[src/rtl/zsx_pkg.sv]
package zsx_pkg;
  localparam int DATA_W = 4;
  localparam int CHK_W  = 5;
  localparam int WORD_W = DATA_W + CHK_W + 1;
  localparam int SYN_W  = CHK_W;
  localparam int POS_W  = $clog2(WORD_W);
  localparam int FLAG_W = 5;

  // weight of data bit k, data bit k sits at word position CHK_W+1+k
  localparam int DATA_WT [DATA_W] = '{5, 11, 7, 3};

  // status flag one-hot codes
  localparam logic [FLAG_W-1:0] F_NOERR = 5'b00001;
  localparam logic [FLAG_W-1:0] F_COR1  = 5'b00010;
  localparam logic [FLAG_W-1:0] F_COR2  = 5'b00100;
  localparam logic [FLAG_W-1:0] F_AMB   = 5'b01000;
  localparam logic [FLAG_W-1:0] F_UNC   = 5'b10000;

  function automatic logic [SYN_W-1:0] weight_of(input int pos);
    if (pos >= 1 && pos <= CHK_W) return SYN_W'(1 << (pos - 1));
    if (pos > CHK_W && pos < WORD_W) return SYN_W'(DATA_WT[pos - CHK_W - 1]);
    return '0;
  endfunction

  function automatic logic [SYN_W-1:0] check_of(input logic [DATA_W-1:0] d);
    int acc;
    acc = 0;
    for (int k = 0; k < DATA_W; k++)
      if (!d[k]) acc += DATA_WT[k];
    return SYN_W'(acc);
  endfunction

  function automatic logic [SYN_W-1:0] syndrome_of(input logic [WORD_W-1:0] w);
    logic [SYN_W-1:0] regen;
    logic [SYN_W-1:0] recv;
    regen = check_of(w[WORD_W-1 -: DATA_W]);
    recv  = w[CHK_W:1];
    return (regen > recv) ? regen - recv : recv - regen;
  endfunction

  function automatic logic [WORD_W-1:0] single_mask(input logic [SYN_W-1:0] syn);
    logic [WORD_W-1:0] m;
    m = '0;
    for (int p = 1; p < WORD_W; p++)
      if (weight_of(p) == syn) m[p] = 1'b1;
    return m;
  endfunction
endpackage

[src/rtl/zsx_syndrome.sv]
module zsx_syndrome
  import zsx_pkg::*;
#(
  parameter int W = WORD_W
) (
  input  logic [W-1:0]     word,
  output logic [SYN_W-1:0] syn,
  output logic             odd,
  output logic             zero
);
  always_comb begin
    syn  = syndrome_of(word);
    odd  = ^word;
    zero = (syn == '0);
  end
endmodule

[src/rtl/zsx_pair_walker.sv]
module zsx_pair_walker
  import zsx_pkg::*;
#(
  parameter int W  = WORD_W,
  parameter int PW = POS_W
) (
  input  logic         clk,
  input  logic         rst_n,
  input  logic         clear,
  input  logic         step,
  output logic [W-1:0] flip,
  output logic         last
);
  localparam logic [PW-1:0] TOP_POS = PW'(W - 1);
  localparam logic [PW-1:0] LO_END  = PW'(W - 2);

  logic [PW-1:0] lo_q, hi_q;

  always_ff @(posedge clk) begin
    if (!rst_n || clear) begin
      lo_q <= '0;
      hi_q <= PW'(1);
    end else if (step) begin
      if (hi_q == TOP_POS) begin
        lo_q <= lo_q + PW'(1);
        hi_q <= lo_q + PW'(2);
      end else begin
        hi_q <= hi_q + PW'(1);
      end
    end
  end

  always_comb begin
    flip = (W'(1) << lo_q) | (W'(1) << hi_q);
    last = (lo_q == LO_END) && (hi_q == TOP_POS);
  end


  pair_order_chk: assert property (@(posedge clk) disable iff (!rst_n)
    step |-> (lo_q < hi_q) && (hi_q <= TOP_POS));
endmodule

[src/rtl/zsx_survivor_tally.sv]
module zsx_survivor_tally
  import zsx_pkg::*;
#(
  parameter int W = WORD_W
) (
  input  logic         clk,
  input  logic         rst_n,
  input  logic         clear,
  input  logic         step,
  input  logic         hit,
  input  logic [W-1:0] cand,
  output logic [1:0]   count,
  output logic [W-1:0] first
);
  always_ff @(posedge clk) begin
    if (!rst_n || clear) begin
      count <= 2'd0;
      first <= '0;
    end else if (step && hit) begin
      if (count == 2'd0) first <= cand;
      if (count != 2'd2) count <= count + 2'd1;
    end
  end


  tally_monotone_chk: assert property (@(posedge clk) disable iff (!rst_n)
    (step && !clear) |=> (count >= $past(count)) && (count <= 2'd2));
endmodule

[src/rtl/zsx_corrector.sv]
module zsx_corrector
  import zsx_pkg::*;
(
  input  logic              clk,
  input  logic              rst_n,
  input  logic              start,
  input  logic [WORD_W-1:0] rx_word,
  output logic              busy,
  output logic              done,
  output logic [WORD_W-1:0] word_out,
  output logic              no_error,
  output logic              corrected1,
  output logic              corrected2,
  output logic              ambiguous,
  output logic              uncorrectable
);
  typedef enum logic [1:0] {ST_IDLE, ST_CLASS, ST_SCAN, ST_FIN} state_t;

  state_t             state_q;
  logic [WORD_W-1:0]  rx_q, word_q;
  logic [FLAG_W-1:0]  flags_q;
  logic               done_q;

  // named internal events
  logic [SYN_W-1:0]   rx_syn, cand_syn;
  logic               rx_odd, rx_zero, cand_odd, cand_zero;
  logic [WORD_W-1:0]  flip, cand, first;
  logic               last_pair, need_scan, in_class, in_scan;
  logic [1:0]         surv_cnt;
  logic [WORD_W-1:0]  cls_word, fin_word, one_mask;
  logic [FLAG_W-1:0]  cls_flags, fin_flags;

  assign in_class = (state_q == ST_CLASS);
  assign in_scan  = (state_q == ST_SCAN);
  assign cand     = rx_q ^ flip;

  zsx_syndrome #(.W(WORD_W)) u_rx_syn (
    .word(rx_q), .syn(rx_syn), .odd(rx_odd), .zero(rx_zero));

  zsx_syndrome #(.W(WORD_W)) u_cand_syn (
    .word(cand), .syn(cand_syn), .odd(cand_odd), .zero(cand_zero));

  zsx_pair_walker #(.W(WORD_W), .PW(POS_W)) u_walk (
    .clk(clk), .rst_n(rst_n), .clear(in_class), .step(in_scan),
    .flip(flip), .last(last_pair));

  zsx_survivor_tally #(.W(WORD_W)) u_tally (
    .clk(clk), .rst_n(rst_n), .clear(in_class), .step(in_scan),
    .hit(cand_zero), .cand(cand), .count(surv_cnt), .first(first));

  // classification of the received word
  always_comb begin
    cls_word  = rx_q;
    cls_flags = F_UNC;
    need_scan = 1'b0;
    one_mask  = single_mask(rx_syn);
    if (!rx_odd) begin
      if (rx_zero) cls_flags = F_NOERR;
      else         need_scan = 1'b1;
    end else if (rx_zero) begin
      cls_word  = rx_q ^ WORD_W'(1);
      cls_flags = F_COR1;
    end else if (one_mask != '0) begin
      cls_word  = rx_q ^ one_mask;
      cls_flags = F_COR1;
    end
  end

  // verdict after the pair search
  always_comb begin
    fin_word  = rx_q;
    fin_flags = F_UNC;
    case (surv_cnt)
      2'd1: begin fin_word = first; fin_flags = F_COR2; end
      2'd2: fin_flags = F_AMB;
      default: fin_flags = F_UNC;
    endcase
  end

  always_ff @(posedge clk) begin
    if (!rst_n) begin
      state_q <= ST_IDLE;
      rx_q    <= '0;
      word_q  <= '0;
      flags_q <= '0;
      done_q  <= 1'b0;
    end else begin
      done_q <= 1'b0;
      case (state_q)
        ST_IDLE: if (start) begin
          rx_q    <= rx_word;
          state_q <= ST_CLASS;
        end
        ST_CLASS: if (need_scan) begin
          state_q <= ST_SCAN;
        end else begin
          word_q  <= cls_word;
          flags_q <= cls_flags;
          done_q  <= 1'b1;
          state_q <= ST_IDLE;
        end
        ST_SCAN: if (last_pair) state_q <= ST_FIN;
        default: begin
          word_q  <= fin_word;
          flags_q <= fin_flags;
          done_q  <= 1'b1;
          state_q <= ST_IDLE;
        end
      endcase
    end
  end

  assign busy          = (state_q != ST_IDLE);
  assign done          = done_q;
  assign word_out      = word_q;
  assign no_error      = flags_q[0];
  assign corrected1    = flags_q[1];
  assign corrected2    = flags_q[2];
  assign ambiguous     = flags_q[3];
  assign uncorrectable = flags_q[4];


  one_flag_chk: assert property (@(posedge clk) disable iff (!rst_n)
    done |-> $countones(flags_q) == 1);


  done_pulse_chk: assert property (@(posedge clk) disable iff (!rst_n)
    done |=> !done);


  start_while_busy_chk: assert property (@(posedge clk) disable iff (!rst_n)
    (busy && start) |=> $stable(rx_q));


  single_fix_dist_chk: assert property (@(posedge clk) disable iff (!rst_n)
    (done && corrected1) |-> $countones(word_out ^ rx_q) == 1);


  double_fix_dist_chk: assert property (@(posedge clk) disable iff (!rst_n)
    (done && corrected2) |-> $countones(word_out ^ rx_q) == 2);


  cand_parity_chk: assert property (@(posedge clk) disable iff (!rst_n)
    in_scan |-> !cand_odd);


  passthru_chk: assert property (@(posedge clk) disable iff (!rst_n)
    (done && (ambiguous || uncorrectable || no_error)) |-> word_out == rx_q);
endmodule

[config.mk]
export PLATFORM = sky130hd
export DESIGN_NAME = zsx_corrector
export DESIGN_NICKNAME = d
export VERILOG_FILES = /design/src/rtl/zsx_pkg.sv /design/src/rtl/zsx_syndrome.sv /design/src/rtl/zsx_pair_walker.sv /design/src/rtl/zsx_survivor_tally.sv /design/src/rtl/zsx_corrector.sv
export SDC_FILE = /design/constraint.sdc
export NUM_CORES = 1
export LEC_CHECK = 0
export ABC_AREA = 0
export CAP_MARGIN = 0
export CELL_PAD_IN_SITES_DETAIL_PLACEMENT = 0
export CELL_PAD_IN_SITES_GLOBAL_PLACEMENT = 1
export CORE_MARGIN = 3
export CORE_UTILIZATION = 35
export CTS_BUF_LIST = sky130_fd_sc_hd__clkbuf_4 sky130_fd_sc_hd__clkbuf_8 sky130_fd_sc_hd__clkbuf_16
export CTS_CLUSTER_DIAMETER = 150
export DETAILED_ROUTE_END_ITERATION = 8
export DONT_BUFFER_PORTS = 1
export HOLD_SLACK_MARGIN = 0.03
export PLACE_DENSITY_LB_ADDON = 0.25
export SYNTH_ARGS = -nofsm -noshare
export SYNTH_HDL_FRONTEND = slang
export SYNTH_SLANG_ARGS = --single-unit
export TNS_END_PERCENT = 30
[constraint.sdc]
create_clock -name clk -period 4.1 [get_ports clk]
set_input_delay 0 -clock clk [delete_from_list [all_inputs] [get_ports clk]]
set_output_delay 0 -clock clk [all_outputs]
set_load 0.005 [all_outputs]
== After elaboration in Yosys (flattened, before gate mapping) ==
Cells that the tools add are included.

* Flip-flop bits (word level): 48
* Input port bits: 13
* Output and inout bits: 17
* Logic and storage cells: 110

* Add/sub/neg operators: 14
* Magnitude comparators: 2
* Eq/ne operators: 19
* Shift-type cells: 2
* Muxes and demuxes: 41
* Bitwise gates (word level): 5
* Reductions and logical operators: 18

{| class="wikitable"
|+ Operator list
! kind !! count
|-
| $mux W5 || 13
|-
| $mux W10 || 5
|-
| $add A5 B3 Y5 const B || 4
|-
| $pmux W10 S2 || 1
|-
| $pmux W5 S2 || 2
|-
| $shl A1 B4 Y10 const A || 2
|-
| $sub A5 B5 Y5 || 4
|-
| $xor A10 B10 Y10 || 2
|-
| $eq A3 B5 Y1 const A || 3
|-
| $mux W1 || 12
|-
| $reduce_and A2 Y1 || 6
|-
| $add A3 B4 Y5 const B || 2
|-
| $eq A2 B5 Y1 const A || 2
|-
| $eq A4 B5 Y1 const A || 2
|-
| $gt A5 B5 Y1 || 2
|-
| $logic_not A5 Y1 || 2
|-
| $or A10 B10 Y10 || 1
|-
| $reduce_xor A10 Y1 || 1
|-
| $reduce_bool A9 Y1 || 1
|-
| $add A4 B1 Y4 const B || 2
|-
| $eq A4 B4 Y1 const B || 2
|-
| $ne A2 B2 Y1 const B || 4
|-
| $mux W2 || 3
|-
| $mux W3 || 2
|-
| other kinds (16) || 21
|}

== Depth between registers and ports, before layout ==
Gate-level depths: netlist of the first run.

* Depth in word-level cells: 17
* Depth in mapped cells: 22
* Gate-level depth less buffers: 22

== By module ==
A second synthesis of the first run with hierarchy kept.

* Cells, all modules: 526
* Area, all modules: 4404.2 um^2

{| class="wikitable"
|+ By module, submodules not included
! module !! instances !! cells an instance !! area an instance (um^2) !! sequential area each (um^2)
|-
| zsx_corrector || 1 || 198 || 1636.6 || 560.5
|-
| zsx_syndrome || 2 || 91 || 718.2 || 0.0
|-
| zsx_pair_walker || 1 || 87 || 716.9 || 160.2
|-
| zsx_survivor_tally || 1 || 59 || 614.3 || 240.2
|}

== Least setup slack after synthesis of the first run ==
No wires, ideal clock.

* Kind: reg-to-reg
* From: register u_walk.lo_q[1]
* To: register u_tally.first[0]
* Library setup time: 72 ps
* Data arrival time: 4320 ps
* Data required time: 4028 ps
* Slack: -291 ps
* Stages on the path, launching flop included: 21
* Path buffers: 0
* Period minus slack after synthesis: 4391 ps
* Cells stage by stage: dfxtp_1 ha_1 ha_1 inv_1 o22ai_1 xnor2_1 and2_1 nor2_1 xor2_1 inv_1 ha_1 o21a_1 ha_1 nor2b_1 o21a_1 o21a_1 o41ai_1 xor2_1 or3b_2 nor2_4 mux2i_1

* Word-level cells in the longest chain between the ends: 15
* Elaborated cells on any way between the ends: 17
* Those cells by class: 5 x add/sub; 1 x order compare; 1 x shift; 5 x mux; 2 x bitwise; 3 x reduce/logical

{| class="wikitable"
|+ Ends and longest elaborated chain
! item !! line !! source
|-
| start: declaration || zsx_pair_walker.sv:17 || <nowiki>logic [PW-1:0] lo_q, hi_q;</nowiki>
|-
| start signal: assignment || zsx_pair_walker.sv:25 || <nowiki>lo_q <= lo_q + PW'(1);</nowiki>
|-
| $shl A1 B4 Y10 (*) || zsx_pair_walker.sv:34 || <nowiki>flip = (W'(1) << lo_q) | (W'(1) << hi_q);</nowiki>
|-
| $or A10 B10 Y10 (*) || zsx_pair_walker.sv:34 ||
|-
| $xor A10 B10 Y10 (*) || zsx_corrector.sv:35 || <nowiki>assign cand = rx_q ^ flip;</nowiki>
|-
| $mux W3 || zsx_pkg.sv:29 || <nowiki>if (!d[k]) acc += DATA_WT[k];</nowiki>
|-
| $add A3 B4 Y5 || zsx_pkg.sv:29 ||
|-
| $mux W5 || zsx_pkg.sv:29 ||
|-
| $add A5 B3 Y5 || zsx_pkg.sv:29 ||
|-
| $mux W5 || zsx_pkg.sv:29 ||
|-
| $add A5 B3 Y5 || zsx_pkg.sv:29 ||
|-
| $mux W5 || zsx_pkg.sv:29 ||
|-
| $sub A5 B5 Y5 / $gt A5 B5 Y1 (equally long branches) || zsx_pkg.sv:38 || <nowiki>return (regen > recv) ? regen - recv : recv - regen;</nowiki>
|-
| $mux W5 || zsx_pkg.sv:38 ||
|-
| $logic_not A5 Y1 || zsx_syndrome.sv:14 || <nowiki>zero = (syn == '0);</nowiki>
|-
| $logic_and A1 B1 Y1 || zsx_survivor_tally.sv:19 || <nowiki>end else if (step && hit) begin</nowiki>
|-
| $reduce_and A2 Y1 (no source line) || - ||
|-
| end signal: assignment || zsx_survivor_tally.sv:20 || <nowiki>if (count == 2'd0) first <= cand;</nowiki>
|-
| end: declaration || zsx_survivor_tally.sv:13 || <nowiki>output logic [W-1:0] first</nowiki>
|}

Every way passes the cells marked *; elsewhere a longest branch is shown, timed or not.
A chain may end at the register's enable or synchronous reset.

== Worst setup path in the final report of the first run ==
* From: register rx_q[7]
* To: register word_q[6], in the netlist word_out[6]

* Word-level cells in the longest chain between the ends: 15
* Elaborated cells on any way between the ends: 40
* Those cells by class: 4 x add/sub; 1 x order compare; 10 x eq/ne; 20 x mux; 1 x bitwise; 4 x reduce/logical

{| class="wikitable"
|+ Ends and longest elaborated chain
! item !! line !! source
|-
| start: declaration || zsx_corrector.sv:20 || <nowiki>logic [WORD_W-1:0] rx_q, word_q;</nowiki>
|-
| start signal: assignment || zsx_corrector.sv:91 || <nowiki>rx_q <= rx_word;</nowiki>
|-
| $mux W5 || zsx_pkg.sv:29 ||
|-
| $add A5 B3 Y5 || zsx_pkg.sv:29 ||
|-
| $mux W5 || zsx_pkg.sv:29 ||
|-
| $add A5 B3 Y5 || zsx_pkg.sv:29 ||
|-
| $mux W5 || zsx_pkg.sv:29 ||
|-
| $sub A5 B5 Y5 / $gt A5 B5 Y1 (equally long branches) || zsx_pkg.sv:38 ||
|-
| $mux W5 || zsx_pkg.sv:38 ||
|-
| $eq A1 B5 Y1 (tied with other cells) || zsx_pkg.sv:45 || <nowiki>if (weight_of(p) == syn) m[p] = 1'b1;</nowiki>
|-
| $mux W1 || zsx_pkg.sv:45 ||
|-
| $reduce_bool A9 Y1 / $xor A10 B10 Y10 (equally long branches) || zsx_corrector.sv:63, zsx_corrector.sv:64 ||
|-
| $mux W10 || zsx_corrector.sv:63 || <nowiki>end else if (one_mask != '0) begin</nowiki>
|-
| $mux W10 || zsx_corrector.sv:60 || <nowiki>end else if (rx_zero) begin</nowiki>
|-
| $mux W10 || zsx_corrector.sv:57 || <nowiki>if (!rx_odd) begin</nowiki>
|-
| $mux W10 || zsx_corrector.sv:94 || <nowiki>ST_CLASS: if (need_scan) begin</nowiki>
|-
| $pmux W10 S2 || zsx_corrector.sv:89 || <nowiki>case (state_q)</nowiki>
|-
| end signal: assignment || zsx_corrector.sv:97 || <nowiki>word_q <= cls_word;</nowiki>
|-
| end signal: assignment || zsx_corrector.sv:104 || <nowiki>word_q <= fin_word;</nowiki>
|-
| end: declaration || zsx_corrector.sv:20 ||
|}

Several ways; a longest one is shown, not always the timed one. The select of a mux whose other input is x is not followed.

==> results of run 1 <==
[routing by layer]
| metal | part of all wire, % | track usage (%) | vias up |
|---|---|---|---|
| met3 | 3.8 | 3.316 | 15 |
| li1 | - | - | 1877 |
| met4 | 1.8 | 4.617 | 0 |
| met1 | 48 | 25.26 | 1853 |
| met2 | 46 | 28.95 | 84 |
| met5 | 0 | 0 | - |
[path summary, 6_finish.rpt]
path | slack (ps) | endpoint | depth (start not counted)
setup / recovery | 30 | word_out[6]$_SDFFE_PN0P_ | 17
hold / removal | 50 | word_out[3]$_SDFFE_PN0P_ | 3
hold reg to reg | 470 | u_tally.first[6]$_SDFFE_PP0P_ | 2
setup reg to reg | 30 | word_out[6]$_SDFFE_PN0P_ | 17
[area by class of cell]
| class | count | area (um^2) | share of cell area [%] |
|---|---|---|---|
| Sequential cell | 48 | 980.9 | 17.99 |
| Timing Repair Buffer | 70 | 618.1 | 11.34 |
| Clock inverter | 3 | 68.82 | 1.262 |
| Clock buffer | 5 | 125.1 | 2.295 |
| Tap cell | 143 | 178.9 | 3.282 |
| Inverter | 49 | 188.9 | 3.466 |
| Multi-Input combinational cell | 394 | 3291 | 60.36 |
[power breakdown]
group | total, mW | switching, mW | internal, mW
combinational | 1.50 | 0.824 | 0.675
clock | 0.557 | 0.205 | 0.352
sequential | 0.531 | 0.0375 | 0.493
[synth_stat cells (2+ instances only)]
cell / number / area share, %
nand2_1: 66 / 6.0
inv_1: 49 / 4.4
nor2_1: 49 / 4.4
dfxtp_1: 48 / 23
ha_1: 42 / 13
xnor2_1: 19 / 4.0
o21ai_0: 16 / 1.9
clkbuf_1: 15 / 1.4
a21oi_1: 13 / 1.6
mux2i_1: 12 / 2.9
a21boi_0: 10 / 1.8
xor2_1: 10 / 2.1
nand2b_1: 9 / 1.4
nand3_1: 9 / 1.1
nor2b_1: 9 / 1.4
o21a_1: 9 / 1.6
nor3_1: 8 / 0.97
o32ai_2: 8 / 3.1
a21o_1: 6 / 1.1
a22oi_1: 6 / 1.1
nor4_1: 6 / 0.91
o211ai_1: 6 / 1.1
o22ai_1: 6 / 0.91
a211oi_1: 5 / 0.91
and2_1: 5 / 0.76
mux2_2: 5 / 1.4
and3_1: 3 / 0.45
mux2_1: 3 / 0.82
o221ai_1: 3 / 0.63
or3_1: 3 / 0.45
a21boi_1: 2 / 0.36
a311oi_1: 2 / 0.42
and2b_1: 2 / 0.36
fa_1: 2 / 0.97
mux2_4: 2 / 0.72
nand4b_1: 2 / 0.42
nor3_2: 2 / 0.48
[cells by family after synthesis]
| family | share of synthesized area (%) |
|---|---|
| buf+inv | 6.312 |
| compound gates | 21.99 |
| fa+ha+maj | 13.65 |
| xor+xnor | 6.675 |
| mux | 6.342 |
| flops | 23.20 |
| simple gates | 21.84 |
[registers in the layout, summed over array words and instances (netlist names)]
name           flops
u_walk.hi_q        4
u_tally.first     10
u_walk.lo_q        4
u_tally.count      2
state_q            2
flags_q            5
rx_q              10
word_out          10
done               1
[worst max-delay path: stages, from the launching register on]
cell and delay [ps]:
dfxtp_2 330, buf_4 130, ha_1 180, nor2b_1 160, a221oi_2 280, a21oi_1 140
o21ai_0 250, xor2_1 220, ha_2 340, a21o_4 260, nor3_1 180, a211oi_1 80
a31oi_2 290, buf_4 220, nand4b_1 150, nor3_1 200, mux2_2 380, o32ai_2 180
[timing repair]
action,in CTS,in global routing
gates cloned,0,1
endpoints found under the hold margin,28,0
pin swaps,4,31
resized for setup,7,48
endpoints found under the setup margin,19,28
buffers inserted,3,4
hold buffers,12,0
[stage by stage]
step                setup TNS (ps)  hold slack, ps  power (mW)
CTS                         -95.04           44.96       2.392
global placement            -318.0           123.4       1.775
global route                 -2493           56.59       2.744
floorplan                   -200.5           144.9       1.386
finish                           0           47.74       2.587
detailed placement          -779.4           127.5       1.784
==> flow_summary.toml, run 1 <==
[outcome]
status = "finished clean"

[placement]
gp_congestion = 0.8727
dp_cells = 684
dpl_worst_slack_ps = -85.89
port_buffers = 0
dp_hpwl_um = 9162
dpl_cell_area_um2 = 4796

[job]
maxCapViolations = 0

[worst_setup_path]
critical_path_arrival_ps = 4300
critPathLaunchType = "flip-flop"
rr_startpoint = "rx_q[7]$_SDFFE_PN0P_"
crit_fanout = 8
crit_required_ps = 4320
crit_type = "reg -> reg"
startpoint = "rx_q[7]$_SDFFE_PN0P_"
worst_setup_path_end_kind = "flip-flop"

[synthesis]
synthesis.nets = 567
ys_ff_latch = 48
syn_area_um2 = 4143
synth_edf_count = 0
syn-instance-count = 510
ys_types = 75
yosysSeqAreaShare_pct = 23.20
yosys_warnings = 0
async_flop_share_pct = 0
synthFlopType = "dfxtp_1"
syn_area_per_cell_um2 = 8.123

[clock_tree]
clk_latency_ps = 300
cts_root_buf = "clkbuf_16"
clk_path_buf_depth = 2
cts_tree = "built"
cts_sinks = 48
cts_buffers = 5
htreeDepth = 2
clk_pin_slew_worst_paths_ps = 80

[route]
drtIter0Drc = 264
wl_per_cell_um = 16.82
totalWireLength_um = 11980
vias = 3829
drc = 0
postRouteAntennaNets = 0
first_pass_iters = 5
via_per_inst = 5.378

[global_route]
grtUsageTotal_pct = 18.11
grt_pass1_wl_um = 18890
grt-ovfl-total = 0
grt_pass1_vias = 3622
grt_max_degree = 25
antenna_found_initial = 0

[final_layout]
layout.nets = 625
final_core_utilization_pct = 47.34
layout_commonest_cell = "nand2_1"
design_area_um2 = 5451
finalNonFillerCells = 712
antenna_cells = 0
area_growth_pct = 31.59
nFillCells = 1131
final_cell_mix = "65 x nand2_1, 52 x buf_4, 43 x inv_1"
drive_above_1_share_pct = 28.65

[power_and_ir_drop]
powerDensity_nw_per_um2 = 474.5
ir_drop_v = 0.0002266
leakage_nw = 2.156

[timing]
worst_slack_ps = 25.55
slew_viol_final = 0
max_freq_mhz = 245.4
min_period_ps = 4074
rsz0062_at_grt = "true"
finClkSkew_ps = 8.106
max-slew-margin-rel_pct = 36.62
finalSetupViolations = 0
min_period_over_period_pct = 99.38
timing_hold_violations_final = 0
worst_pin_slew_ps = 947.6

[floorplan]
die-area_um2 = 13180
die_h_um = 114.8
core_area_um2 = 11520
row_count = 39
ioPinCount = 30
die_w_um = 114.8
initial_core_util_pct = 35.97

[min_path]
hp-class = "in -> reg"
hold_start = "rst_n"
No activity file was read; power rests on OpenSTA's default activity.
==> run 2, diff against run 1 <==
Settings changed: CAP_MARGIN 0 to 20, CORE_UTILIZATION 35 to 44.
==> flow_summary.toml, run 2 (synthesized netlist as in run 1, its figures left out) <==
[timing]
slew_viol_final = 0
min_period_ps = 4098
max-slew-margin-rel_pct = 34.54
worst_pin_slew_ps = 978.7
rsz0062_at_grt = "true"
finClkSkew_ps = 13.68
finalSetupViolations = 0
timing_hold_violations_final = 0
max_freq_mhz = 244.0
min_period_over_period_pct = 99.96
worst_slack_ps = 1.770

[clock_tree]
cts_sinks = 48
cts_buffers = 5
cts_root_buf = "clkbuf_8"
clk_path_buf_depth = 2
cts_tree = "built"
htreeDepth = 2
clk_latency_ps = 310
clk_pin_slew_worst_paths_ps = 110

[floorplan]
core_area_um2 = 8934
die-area_um2 = 10620
die_h_um = 103.0
ioPinCount = 30
initial_core_util_pct = 46.37
row_count = 34
die_w_um = 103.0

[worst_setup_path]
critPathLaunchType = "flip-flop"
cp_slowest_stage_delay_ps = 420
rr_startpoint = "u_walk.hi_q[1]$_SDFFE_PP0P_"
r2r-end = "u_tally.first[4]$_SDFFE_PP0P_"
crit_path_end = "u_tally.first[4]$_SDFFE_PP0P_"
crit_required_ps = 4340
startpoint = "u_walk.hi_q[1]$_SDFFE_PP0P_"
crit_type = "reg -> reg"
worst_setup_path_end_kind = "flip-flop"
critical_path_arrival_ps = 4340
reg2reg_depth = 21
crit_buf_inv = 3
crit_path_cell_trace = "ha_4, ha_4, inv_2, o22ai_4, xnor2_2, and2_4, nor2_4, xor2_2, inv_1, ha_4, o21a_1, ha_1, nor2b_1, o21a_1, o21a_1, o41ai_2, xor2_1, or3b_4, nor2_4, buf_12, mux2i_2"
crit_family = "simple AND/OR/NAND/NOR gates"
crit_fanout = 9
critical_path.slowest_cell = "or3b_4"
crit_cells = 21
ff2ff_setup_slack_ps = 2

[route]
first_pass_iters = 4
vias = 3898
via_per_inst = 5.649
totalWireLength_um = 12280
postRouteAntennaNets = 0
drtIter0Drc = 218
wl_per_cell_um = 17.80
drc = 0

[power_and_ir_drop]
leakage_nw = 2.219
ir_drop_v = 0.0002683
powerDensity_nw_per_um2 = 466.7

[final_layout]
area_growth_pct = 32.98
nFillCells = 783
seq_area_um2 = 980.9
layout.nets = 638
drive_above_1_share_pct = 30.58
antenna_cells = 0
final_core_utilization_pct = 61.67
layout_commonest_cell = "nand2_1"
final_cell_mix = "65 x nand2_1, 58 x buf_4, 43 x inv_1, 43 x nor2_1, 40 x dfxtp_1"
design_area_um2 = 5509
multiInputGateArea_um2 = 3364

[placement]
port_buffers = 0
gp_congestion = 0.9040
dp_hpwl_um = 8896
dpl_worst_slack_ps = -116.4
dpl_cell_area_um2 = 4797

[global_route]
grt-ovfl-total = 0
grtUsageTotal_pct = 22.70
antenna_found_initial = 0
grt_pass1_wl_um = 18820
grt_max_degree = 25
grt_pass1_vias = 3803

[min_path]
hp-class = "in -> reg"

[job]
maxCapViolations = 0

[outcome]
status = "finished clean"
run 2: worst reg2reg max path, delay by kind of cell, from the launching register on:
family | cells | cell delay [ps]
compound gates | 5 | 840
flops | 1 | 380
fa+ha+maj | 4 | 810
simple gates | 5 | 920
buf+inv | 3 | 300
mux | 1 | 220
xor+xnor | 3 | 540
run 2: what timing repair did:
action / in CTS / in global routing
pin swaps: 6 / 25
gates resized for setup: 12 / 50
buffers inserted: 1 / 9
setup endpoints to repair: 24 / 27
hold endpoints to repair: 28 / 8
gates cloned: 0 / 4
hold buffers: 12 / 1
run 2: worst min-delay path by stage:
stage / start / end / depth (start not counted)
3_5_place_dp: rst_n / flags_q[0]$_SDFFE_PN0P_ / 2
5_1_grt: rst_n / u_tally.first[5]$_SDFFE_PP0P_ / 2
2_1_floorplan: rx_word[0] / rx_q[0]$_SDFFE_PN0P_ / 2
3_3_place_gp: rst_n / state_q[1]$_SDFFE_PN0P_ / 1
4_1_cts: rst_n / word_out[3]$_SDFFE_PN0P_ / 3
6_report: rst_n / u_tally.count[0]$_SDFFE_PP0P_ / 2
run 2: power breakdown:
part	switching, mW	internal [mW]	leakage (nW)
Clock	0.182	0.221	0.0669
Combinational	0.894	0.741	1.76
Sequential	0.0388	0.493	0.393
run 2: cell type report:
| type | instances | area share [%] |
|---|---|---|
| clock buffers | 6 | 1.703 |
| repair buffers | 81 | 12.92 |
| clock inverters | 2 | 0.7041 |
| flip-flops and latches | 48 | 17.81 |
| multi-input cells | 396 | 61.07 |
| inverters | 49 | 3.339 |
| well taps | 108 | 2.453 |
run 2: stage by stage:
step	std cells	hold WS, ps	TNS (ps)	total power [mW]
2_1_floorplan	510	144.9	-200.5	1.386
3_3_place_gp	655	124.1	-240.1	1.748
3_5_place_dp	655	130.7	-1267	1.765
4_1_cts	676	32.80	-7.311	2.259
5_1_grt	690	143.1	-2100	2.722
6_report	690	95.62	0	2.571
run 2: layer usage:
layer | global-route usage (%) | wire (um) | part of all wire, %
met5 | 0 | 0 | 0
met4 | 5.378 | 162 | 1.3
met3 | 3.451 | 627 | 5.1
met1 | 30.53 | 5430 | 44
met2 | 38.33 | 6062 | 49
==> run 3, diff against run 2 <==
--- a/config.mk
+++ b/config.mk
@@ -8,2 +8,3 @@
 export ABC_AREA = 0
+export BUFFER_PORTS_ARGS = -buffer_cell sky130_fd_sc_hd__buf_2
 export CAP_MARGIN = 20
@@ -12,3 +13,3 @@
 export CORE_MARGIN = 3
-export CORE_UTILIZATION = 44
+export CORE_UTILIZATION = 42
 export CTS_BUF_LIST = sky130_fd_sc_hd__clkbuf_4 sky130_fd_sc_hd__clkbuf_8 sky130_fd_sc_hd__clkbuf_16
@@ -16,3 +17,2 @@
 export DETAILED_ROUTE_END_ITERATION = 8
-export DONT_BUFFER_PORTS = 1
 export HOLD_SLACK_MARGIN = 0.03
==> constraint.sdc (replaced) <==
create_clock -name clk -period 4.1 [get_ports clk]
set_input_delay 0.41 -clock clk [delete_from_list [all_inputs] [get_ports clk]]
set_output_delay 0.41 -clock clk [all_outputs]
set_load 0.005 [all_outputs]
==> flow_summary.toml, run 3 (synthesized netlist as in run 1, its figures left out) <==
[clock_tree]
clk_latency_ps = 320
clk_pin_slew_worst_paths_ps = 110
cts_tree = "built"
cts_sinks = 48
htreeDepth = 2
cts_root_buf = "clkbuf_8"
ctsHoldBuffers = 0
clk_path_buf_depth = 2
cts_buffers = 5

[timing]
worst_pin_slew_ps = 742.0
slew_viol_final = 0
worst_slack_ps = -18.20
finClkSkew_ps = 18.56
timing_hold_violations_final = 0
max_freq_mhz = 242.8
min_period_over_period_pct = 100.4
rsz0062_at_grt = "true"
max-slew-margin-rel_pct = 50.53
min_period_ps = 4118
finalSetupViolations = 5

[global_route]
grtUsageTotal_pct = 21.44
grt_max_degree = 28
grt_pass1_wl_um = 19050
grt-ovfl-total = 0
antenna_found_initial = 0
grt_pass1_vias = 3693

[outcome]
status = "finished with violations"
violations = "negative setup slack"

[floorplan]
die_w_um = 105.3
row_count = 35
die_h_um = 105.3
initial_core_util_pct = 44.00
ioPinCount = 30
die-area_um2 = 11090
core_area_um2 = 9415

[job]
maxCapViolations = 0

[route]
postRouteAntennaNets = 0
drtIter0Drc = 133
wl_per_cell_um = 16.61
totalWireLength_um = 12140
vias = 3896
drc = 0
first_pass_iters = 5
via_per_inst = 5.330

[min_path]
hp-class = "in -> reg"

[placement]
gp_congestion = 0.9338
dp_cells = 714
dp_hpwl_um = 9223
port_buffers = 29
dpl_cell_area_um2 = 5036

[final_layout]
area_growth_pct = 30.69
layout.nets = 658
layout_commonest_cell = "buf_4"
finalNonFillerCells = 731
design_area_um2 = 5414
drive_above_1_share_pct = 33.22
final_cell_mix = "68 x buf_4, 66 x nand2_1, 44 x inv_1"
antenna_cells = 0

[power_and_ir_drop]
power_switching_mw = 1.052
leakage_nw = 2.244
power_frac_seq_pct = 22.0
ir_drop_v = 0.0002587
switching_share_pct = 44.22
internal_power_mw = 1.327
clock_power_share_pct = 13.4
powerDensity_nw_per_um2 = 439.5
comb_power_share_pct = 64.6
total_power_mw = 2.379

[worst_setup_path]
crit_type = "reg -> reg"
crit_required_ps = 4330
worst_setup_path_end_kind = "flip-flop"
critPathLaunchType = "flip-flop"
critical_path_arrival_ps = 4350
crit_fanout = 9
-- run 3: path summary, 6_finish.rpt --
check	startpoint	to	slack, ps	cells past startpoint
worst min register to register	u_tally.first[8]$_SDFFE_PP0P_	u_tally.first[8]$_SDFFE_PP0P_	470	2
worst min-delay path	rx_word[3]	rx_q[3]$_SDFFE_PN0P_	320	3
worst max register to register	u_walk.hi_q[1]$_SDFFE_PP0P_	u_tally.first[0]$_SDFFE_PP0P_	-20	20
worst max-delay path	u_walk.hi_q[1]$_SDFFE_PP0P_	u_tally.first[0]$_SDFFE_PP0P_	-20	20
-- run 3: repair_timing --
action,CTS,global route
buffers inserted,2,6
endpoints found under the setup margin,14,28
gates resized for setup,7,35
pin swaps,4,16
cloned,0,1
-- run 3: cell type report --
type                            count  area [um^2]
Clock buffer                        6        82.58
Clock inverter                      2        13.76
Fill cell                         874         4001
Inverter                           49        183.9
Multi-Input combinational cell    395         3263
Sequential cell                    48        979.7
Tap cell                          129        161.4
Timing Repair Buffer              102        729.5
-- run 3: per-layer routing --
| layer | vias to the layer above | wire, um | global-route usage, % |
|---|---|---|---|
| met3 | 23 | 407 | 2.817 |
| met5 | - | 0 | 0 |
| met4 | 0 | 267 | 5.155 |
| li1 | 1950 | - | - |
| met2 | 94 | 5579 | 34.34 |
| met1 | 1829 | 5889 | 30.47 |
-- run 3: power by group through the flow --
stage | Sequential (mW) | Clock (mW) | Combinational, mW
final | 0.523 | 0.320 | 1.54
after CTS | 0.523 | 0.328 | 1.35
after floorplan | 0.528 | 0 | 0.858
after global routing | 0.528 | 0.347 | 1.67
after global placement | 0.533 | 0 | 1.30
after detailed placement | 0.534 | 0 | 1.31
-- run 3: metrics by stage --
| stage | hold slack, ps | setup TNS [ps] | setup WS [ps] | util [%] |
|---|---|---|---|---|
| 2_1_floorplan | 434.9 | -200.5 | -21.12 | - |
| 3_3_place_gp | 445.3 | -500.1 | -53.72 | 53.49 |
| 3_5_place_dp | 453.6 | -1884 | -180.2 | 53.49 |
| 4_1_cts | 327.0 | -342.7 | -57.12 | 55.07 |
| 5_1_grt | 320.4 | -2501 | -210.8 | 57.50 |
| 6_report | 324.5 | -40.49 | -18.20 | 57.50 |
-- run 3: worst max-delay path, stage by stage (launching register included) --
cell	delay [ps]
dfxtp_4	380
ha_4	150
ha_4	120
inv_2	30
o22ai_4	220
xnor2_4	120
and2_4	160
buf_4	140
nor2_1	200
ha_4	240
o21a_1	170
ha_1	300
nor2b_4	130
o21a_1	180
o21a_1	200
o41ai_2	250
xor2_1	140
or3b_4	410
nor2_4	140
buf_12	140
mux2i_1	200
